**src/rtl/decade_pkg.sv**
```systemverilog
package decade_pkg;

  // Strobes from the input control to the ring datapath
  typedef struct packed {
    logic advance;   // step the ring by one code this cycle
    logic clearAct;  // synchronously released clear, asynchronously asserted
  } ctrl_strobe_t;

endpackage

```
**src/rtl/decade_sync.sv**
```systemverilog
module decade_sync #(
  parameter int STAGES = 2
) (
  input  logic clk,
  input  logic din,
  output logic dout,
  output logic doutPrev
);

  // chain[STAGES-1] is the synchronized sample, chain[STAGES] the one before
  logic [STAGES:0] chain;

  always_ff @(posedge clk) begin
    chain <= {chain[STAGES-1:0], din};
  end

  assign dout     = chain[STAGES-1];
  assign doutPrev = chain[STAGES];

endmodule

```
**src/rtl/decade_ctrl.sv**
```systemverilog
module decade_ctrl
  import decade_pkg::*;
#(
  parameter int SYNC_STAGES = 2
) (
  input  logic         clk,
  input  logic         clearIn,
  input  logic         countIn,
  input  logic         inhibitIn,
  output ctrl_strobe_t strobe
);

  localparam int IDX_COUNT   = 0;
  localparam int IDX_INHIBIT = 1;
  localparam int NUM_IN      = 2;

  logic [NUM_IN-1:0] rawIn;
  logic [NUM_IN-1:0] nowV;
  logic [NUM_IN-1:0] prevV;

  assign rawIn[IDX_COUNT]   = countIn;
  assign rawIn[IDX_INHIBIT] = inhibitIn;

  for (genvar g = 0; g < NUM_IN; g++) begin : g_sync
    decade_sync #(.STAGES(SYNC_STAGES)) u_sync (
      .clk      (clk),
      .din      (rawIn[g]),
      .dout     (nowV[g]),
      .doutPrev (prevV[g])
    );
  end

  // Clear: asserted at once, released after SYNC_STAGES clock edges
  logic [SYNC_STAGES-1:0] rstPipe;

  always_ff @(posedge clk or posedge clearIn) begin
    if (clearIn) rstPipe <= '1;
    else         rstPipe <= {rstPipe[SYNC_STAGES-2:0], 1'b0};
  end

  logic cpNow, ceNow, cpRise, ceFall, clearAct;

  assign clearAct = rstPipe[SYNC_STAGES-1];
  assign cpNow    = nowV[IDX_COUNT];
  assign ceNow    = nowV[IDX_INHIBIT];
  assign cpRise   = nowV[IDX_COUNT] & ~prevV[IDX_COUNT];
  assign ceFall   = ~nowV[IDX_INHIBIT] & prevV[IDX_INHIBIT];

  assign strobe.clearAct = clearAct;
  assign strobe.advance  = ~clearAct & ((cpRise & ~ceNow) | (ceFall & cpNow));


  adv_edge_chk: assert property (@(posedge clk) disable iff (clearIn)
    strobe.advance |-> (cpNow && !ceNow && (!prevV[IDX_COUNT] || prevV[IDX_INHIBIT])));


  no_count_cp_low_chk: assert property (@(posedge clk) disable iff (clearIn)
    (!cpNow || (ceNow && prevV[IDX_INHIBIT])) |-> !strobe.advance);


  clear_blocks_chk: assert property (@(posedge clk)
    clearIn |-> !strobe.advance);

endmodule

```
**src/rtl/decade_path.sv**
```systemverilog
module decade_path
  import decade_pkg::*;
#(
  parameter int STAGES = 5
) (
  input  logic                  clk,
  input  ctrl_strobe_t          strobe,
  output logic [2*STAGES-1:0]   decOut,
  output logic                  carryOut
);

  localparam int OUTS = 2 * STAGES;

  logic [STAGES-1:0] ring;
  logic              clearAct;
  logic              legal;

  assign clearAct = strobe.clearAct;

  // A legal twisted-ring code has at most one boundary between ones and zeros
  assign legal = ($countones(ring[STAGES-2:0] ^ ring[STAGES-1:1]) <= 1);

  always_ff @(posedge clk or posedge clearAct) begin
    if (clearAct)            ring <= '0;
    else if (!legal)         ring <= '0;
    else if (strobe.advance) ring <= {ring[STAGES-2:0], ~ring[STAGES-1]};
  end

  // Each select line looks at two neighbouring ring bits
  for (genvar k = 0; k < OUTS; k++) begin : g_dec
    if (k == 0) begin : g_zero
      assign decOut[k] = ~ring[STAGES-1] & ~ring[0];
    end else if (k < STAGES) begin : g_fill
      assign decOut[k] = ring[k-1] & ~ring[k];
    end else if (k == STAGES) begin : g_full
      assign decOut[k] = ring[STAGES-1] & ring[0];
    end else begin : g_drain
      assign decOut[k] = ~ring[k-STAGES-1] & ring[k-STAGES];
    end
  end

  assign carryOut = ~ring[STAGES-1];


  legal_code_chk: assert property (@(posedge clk) disable iff (clearAct)
    legal);


  one_hot_chk: assert property (@(posedge clk) disable iff (clearAct)
    $countones(decOut) == 1);


  step_chk: assert property (@(posedge clk) disable iff (clearAct)
    strobe.advance |=> decOut == {$past(decOut[OUTS-2:0]), $past(decOut[OUTS-1])});


  hold_chk: assert property (@(posedge clk) disable iff (clearAct)
    !strobe.advance |=> $stable(decOut));


  carry_half_chk: assert property (@(posedge clk) disable iff (clearAct)
    carryOut == (|decOut[STAGES-1:0]));


  clear_state_chk: assert property (@(posedge clk)
    clearAct |-> (decOut == OUTS'(1) && carryOut));

endmodule

```
**src/rtl/decade_ring_counter.sv**
```systemverilog
module decade_ring_counter
  import decade_pkg::*;
#(
  parameter int STAGES      = 5,
  parameter int SYNC_STAGES = 2
) (
  input  logic                clk,
  input  logic                clearIn,
  input  logic                countIn,
  input  logic                inhibitIn,
  output logic [2*STAGES-1:0] decOut,
  output logic                carryOut
);

  ctrl_strobe_t strobe;

  decade_ctrl #(.SYNC_STAGES(SYNC_STAGES)) u_ctrl (
    .clk       (clk),
    .clearIn   (clearIn),
    .countIn   (countIn),
    .inhibitIn (inhibitIn),
    .strobe    (strobe)
  );

  decade_path #(.STAGES(STAGES)) u_path (
    .clk      (clk),
    .strobe   (strobe),
    .decOut   (decOut),
    .carryOut (carryOut)
  );

endmodule

```
**config.mk**
```make
export PLATFORM = sky130hd
export DESIGN_NAME = decade_ring_counter
export DESIGN_NICKNAME = d
export VERILOG_FILES = /design/src/rtl/decade_pkg.sv /design/src/rtl/decade_sync.sv /design/src/rtl/decade_ctrl.sv /design/src/rtl/decade_path.sv /design/src/rtl/decade_ring_counter.sv
export SDC_FILE = /design/constraint.sdc
export NUM_CORES = 1
export LEC_CHECK = 0
export ABC_AREA = 1
export BUFFER_PORTS_ARGS = -buffer_cell sky130_fd_sc_hd__buf_2
export CORE_AREA = 3 3 40 42
export CTS_CLUSTER_DIAMETER = 150
export DETAILED_ROUTE_END_ITERATION = 8
export DIE_AREA = 0 0 43 45
export GPL_ROUTABILITY_DRIVEN = 0
export PLACE_DENSITY = 0.72
export SKIP_CTS_REPAIR_TIMING = 1
export SLEW_MARGIN = 20
export SYNTH_ARGS = -nofsm -noshare
export SYNTH_HDL_FRONTEND = slang
export SYNTH_SLANG_ARGS = --single-unit
export TNS_END_PERCENT = 5
```
**constraint.sdc**
```tcl
create_clock -name clk -period 2.1 [get_ports clk]
set_input_delay 0.63 -clock clk [delete_from_list [all_inputs] [get_ports clk]]
set_output_delay 0.63 -clock clk [all_outputs]
set_load 0.01 [all_outputs]
```
==> results of run 1 <==
==> layout make-up <==
| type | count | area share |
|---|---|---|
| clock buffers | 4 | 0.0282 |
| well taps | 15 | 0.0201 |
| repair buffers | 20 | 0.123 |
| flip-flops and latches | 13 | 0.319 |
| inverters | 18 | 0.0724 |
| multi-input cells | 39 | 0.437 |
==> state kept, by name, indices dropped and copies added (netlist names) <==
register                    count
u_ctrl.g_sync.u_sync.chain      6
u_ctrl.rstPipe                  2
u_path.ring                     5
==> worst max-delay path by stage <==
stage / startpoint / endpoint / slack, ps / cells past startpoint
3_3_place_gp: u_path.ring[2] / u_path.ring[4] / -60 / 11
6_report: u_path.ring[3] / u_path.ring[4] / -150 / 11
4_1_cts: u_path.ring[3] / u_path.ring[3] / -90 / 11
2_1_floorplan: u_path.ring[0] / u_path.ring[4] / 50 / 11
3_5_place_dp: u_path.ring[3] / u_path.ring[3] / -70 / 11
5_1_grt: u_path.ring[3] / u_path.ring[4] / -250 / 11
==> per-layer routing <==
| metal | routed length (µm) | share of wire | track usage | up-vias |
|---|---|---|---|---|
| li1 | - | - | - | 251 |
| met1 | 519 | 0.41 | 0.131 | 237 |
| met2 | 670 | 0.53 | 0.201 | 12 |
| met3 | 56 | 0.044 | 0.0478 | 2 |
| met4 | 30 | 0.024 | 0.0904 | 0 |
| met5 | 0 | 0 | 0 | - |
==> cells by family after synthesis <==
group | count (synthesis) | share of synthesized area
fa+ha+maj | 12 | 0.240
simple gates | 25 | 0.189
flops | 13 | 0.454
buf+inv | 18 | 0.103
compound gates | 1 | 0.00763
other cells | 1 | 0.00572
==> stage by stage <==
stage	total power, W	worst slack (ps)	cell area, µm²
after floorplan	0.000642	48.9	656
after global routing	0.00137	-248	933
after detailed placement	0.000807	-69.6	790
after global placement	0.000795	-58.0	790
after CTS	0.000963	-89.2	816
final	0.00127	-148	933
==> cells in the final DEF, fill, tap and decap left out, drive strengths merged <==
cell type  count
dfxtp          6
o21ai          1
inv           18
nand3          6
nand2         12
nor2           6
dfstp          2
ha            11
buf           20
conb           1
nor3           1
dfrtp          5
clkbuf         4
fa             1
==> power breakdown <==
group          switching [W]  internal (W)
registers          0.0000417      0.000291
logic               0.000446      0.000331
clock network      0.0000818     0.0000738
==> critical path: cells and delay by family (launching register included) <==
kind,cells,cell delay [ps]
adder cells (fa/ha/maj),4,1200
buffers and inverters,3,150
AND/OR/NAND/NOR,4,410
flip-flops,1,430
==> reports/metrics.cfg, run 1 <==
[synth]
synth_top_area_cell = ha_1
synth-edff-count = 0
yosys-top-cells-area = ha_1, dfrtp_1, dfxtp_1, inv_1, dfstp_2
synth_most_common_cell = inv_1
ys_top_cells_by_count = inv_1, ha_1, nand2_1, dfxtp_1
synth.cell_area_um2 = 656
synth_cell_type_count = 16
syn_area_per_cell_um2 = 9.37
synth_ff_type = dfxtp_1
yosys.area.top_type_share = 0.210
syn-num-nets = 86
syn_inst = 70
ys_seq_elements = 13
synth-async-reset-ratio = 0.538
yosysWarnings = 0
ys_seq_area_frac = 0.454

[route]
dr.pass1.iters = 3
finalWirelength_um = 1280
drtAntennaViolNets = 0
avgViaCountPerCell = 4.61
first_iter_violations = 4
vias = 502
wl_per_cell_um = 11.7
post-route-drc-count = 0

[sta]
worst_hold_slack_ps = 159
fin_crit_ps = 2250
rsz0062_at_grt = true
finClkSkew_ps = 7.48
slew_viol_final = 0
hold_violations = 0
finalWorstSetupSlack_ps = -148
max_freq_mhz = 445
setup_violations = 5
finalSetupTns_ps = -710
finalCritPeriodShare = 1.07

[critical_path]
r2r_end = u_path.ring[4]
worst_setup_path_start_kind = flip-flop
critical_path_class = flip-flop to flip-flop
cp.required_ps = 2330
r2r_start = u_path.ring[3]
end_kind = flip-flop
crit_slowest_cell = fa_1
path_cells = inv_2 > ha_4 > inv_2 > ha_4 > ha_4 > inv_2 > fa_1 > nand2_4 > nor2_4 > nand3_1 > nand2_1
cp_max_fo = 5
r2r_setup_slack_ps = -150
reg2reg_depth = 11
critPathMaxStageDelay_ps = 550
crit_arrival_ps = 2470

[grt]
grt_pass1_wl_um = 1640
grt_max_degree = 8
grt_pass1_vias = 426
gr-total-overflow = 0
antenna_found_initial = 0
grt_util_all_layers = 0.124

[cells_and_area]
ff_latch_area_um2 = 298
fill_cells = 89
syn2layout_area_growth_pct = 42.4
multiInputGateArea_um2 = 408
layout.cells.non_filler = 109
final_util = 0.726
antenna_cells = 0
drive_gt1_frac = 0.543
nets = 111

[die]
dieArea_um2 = 1940
core_um2 = 1280
num_rows = 13
ios = 15
die_w_um = 43
start_util = 0.510
die_height_um = 45

[clock_tree]
clock_latency_ps = 280
numCtsBuffers = 3
clock-sinks = 13
cts.clk_slew.worst_paths_ps = 80
cts_tree = done
clk_path_buf_depth = 2
htree_levels = 1
root_buffer = clkbuf_4

[power_and_ir_drop]
ir_drop_v = 0.00128
p_per_area_nw_per_um2 = 1360
p_leak_nw = 0.481

[outcome]
violations = negative setup slack
status = complete, but fails checks

[placement]
dpl.cell_count = 105
io_buffers = 14
dp_hpwl_um = 833

[hold_path]
hold_class = flip-flop to asynchronous set/reset pin

[flow_run]
maxCapViolCount = 0

Power figures use the tool's default switching activity.
==> run 2, diff against run 1 <==
Settings changed: PLACE_DENSITY 0.72 to 0.71, SYNTH_HIERARCHICAL set to 1.
==> reports/metrics.cfg, run 2 <==
[outcome]
status = finished clean

[sta]
fin_crit_ps = 1980
finClkSkew_ps = 2.90
setup_violations = 0
finalWorstSetupSlack_ps = 124
worst_hold_slack_ps = 155
max_freq_mhz = 506
finalCritPeriodShare = 0.941
slew_viol_final = 0
hold_violations = 0
rsz0062_at_grt = false

[synth]
synthAdderAreaFrac = 0.246
yosys.area.top_type_share = 0.215
synth_ff_type = dfxtp_1
syn_inst = 71
yosysWarnings = 6
synth_top_family_by_area = adder cells
synth.cell_area_um2 = 641
synth-async-reset-ratio = 0.538
ys_seq_area_frac = 0.465
synth-compound-area-share = 0
synth_xor_area_frac = 0
synth-edff-count = 0
synth_cell_type_count = 13
synth_most_common_cell = inv_1
yosys-top-cells-area = ha_1, dfrtp_1, dfxtp_1, inv_1, dfstp_2
muxShareOfSynthArea = 0
syn-num-nets = 87
syn_area_per_cell_um2 = 9.02
ys_top_cells_by_count = inv_1, nor2_1, ha_1, nand2_1, dfxtp_1
synth_top_area_cell = ha_1
ys_seq_elements = 13
yosys.area_share.simple = 0.166

[route]
first_iter_violations = 7
wl_per_cell_um = 8.97
routed-wl-met2_um = 472
post-route-drc-count = 0
finalWirelength_um = 960
drtAntennaViolNets = 0
wl_met3_um = 53
highest-signal-layer = met4
avgViaCountPerCell = 4.23
vias = 453
m1WireLength_um = 428
dr.pass1.iters = 4

[die]
num_rows = 13
die_height_um = 45
start_util = 0.499
die_w_um = 43
dieArea_um2 = 1940
ios = 15
core_um2 = 1280

[clock_tree]
numCtsBuffers = 3
clock_latency_ps = 270
clock-sinks = 13
cts.clk_slew.worst_paths_ps = 80
htree_levels = 1
cts_tree = done
root_buffer = clkbuf_4
clk_path_buf_depth = 2

[critical_path]
cp_common_cell = inv_2
cp_max_fo = 5
critical_path_class = flip-flop to flip-flop
critPathMaxStageDelay_ps = 400
path_cells = inv_2 > ha_1 > inv_2 > ha_4 > fa_2 > inv_2 > ha_4 > nor2_4 > nand2_1 > nor2_1
cp.required_ps = 2310
crit_slowest_cell = dfrtp_1
worst_setup_path_start_kind = flip-flop
crit_arrival_ps = 2180
end_kind = flip-flop

[power_and_ir_drop]
p_leak_nw = 0.492
finalPower_w = 0.000963
p_per_area_nw_per_um2 = 1190
ir_drop_v = 0.000571

[cells_and_area]
syn2layout_area_growth_pct = 26.0
largest_register_ffs = 6
fill_cells = 112
drive_gt1_frac = 0.348
nets = 109
layout.cells.non_filler = 107
reg.largest.list = u_ctrl/g_sync.u_sync/chain x6, u_path/ring x5, u_ctrl/rstPipe x2
antenna_cells = 0
multiInputGateArea_um2 = 295
regMostFlops = u_ctrl/g_sync.u_sync/chain
final_cell_mix = buf_2, inv_1, nor2_1
ff_latch_area_um2 = 298
final_util = 0.628

[grt]
grt_pass1_wl_um = 1710
grt_util_all_layers = 0.121
antenna_found_initial = 0
gr-total-overflow = 0
grt_max_degree = 9
grt_pass1_vias = 416

[hold_path]
hold_class = flip-flop to asynchronous set/reset pin

[flow_run]
maxCapViolCount = 0

[placement]
io_buffers = 14
dpl.cell_count = 103
dp_hpwl_um = 815
dp_slack_ps = -86.7

-- run 2: changes by cell type after synthesis, sizes merged --
cell and delta:
nor3 -1, buf +1, nand3 -5, o21ai -1, nand2 -1, nor2 +8
-- run 2: metrics by stage --
stage	TNS (ps)	area, µm²
final	0	807
after detailed placement	-394	752
after CTS	-496	779
after global routing	0	807
after floorplan	0	641
after global placement	-11.8	752
-- run 2: layout make-up --
cell class	count	area share
inverter	18	0.0837
clock inverter	1	0.00620
timing repair buffer	18	0.124
sequential	13	0.369
clock buffer	3	0.0279
multi-input combinational	39	0.366
tap	15	0.0233
-- run 2: path summary, 6_finish.rpt --
kind,startpoint,end,slack [ps],cells after the start
max in group asynchronous,clearIn,u_ctrl/rstPipe[1],1710,2
min in group clk,u_ctrl/g_sync[0].u_sync/chain[0],u_ctrl/g_sync[0].u_sync/chain[1],330,0
worst min-delay path,u_ctrl/rstPipe[1],u_path/ring[2],150,1
worst max-delay path,u_path/ring[1],u_path/ring[2],120,10
worst min register to register,u_ctrl/rstPipe[1],u_path/ring[2],150,1
worst max register to register,u_path/ring[1],u_path/ring[2],120,10
-- run 2: cell families after synthesis --
kind of cell | after synthesis
adders and majority gates | 12
buffers and inverters | 19
DFF | 13
other | 1
and+or+nand+nor | 26
-- run 2: power by group --
| group | internal (W) | switching (W) |
|---|---|---|
| combinational | 0.000220 | 0.000280 |
| clock | 0.0000704 | 0.0000779 |
| sequential | 0.000287 | 0.0000281 |
| total | 0.000577 | 0.000386 |
-- run 2: critical path, delay by kind of cell (launching register included) --
kind,cells,cell delay [ps]
adder cells (fa/ha/maj),4,1030
buffers and inverters,3,190
flip-flops,1,400
AND/OR/NAND/NOR,3,300
-- run 2: metal layers --
metal,vias to the layer above,global-route usage
met3,2,0.0359
met2,11,0.204
met1,197,0.144
met4,0,0.0542
li1,243,-
met5,-,0
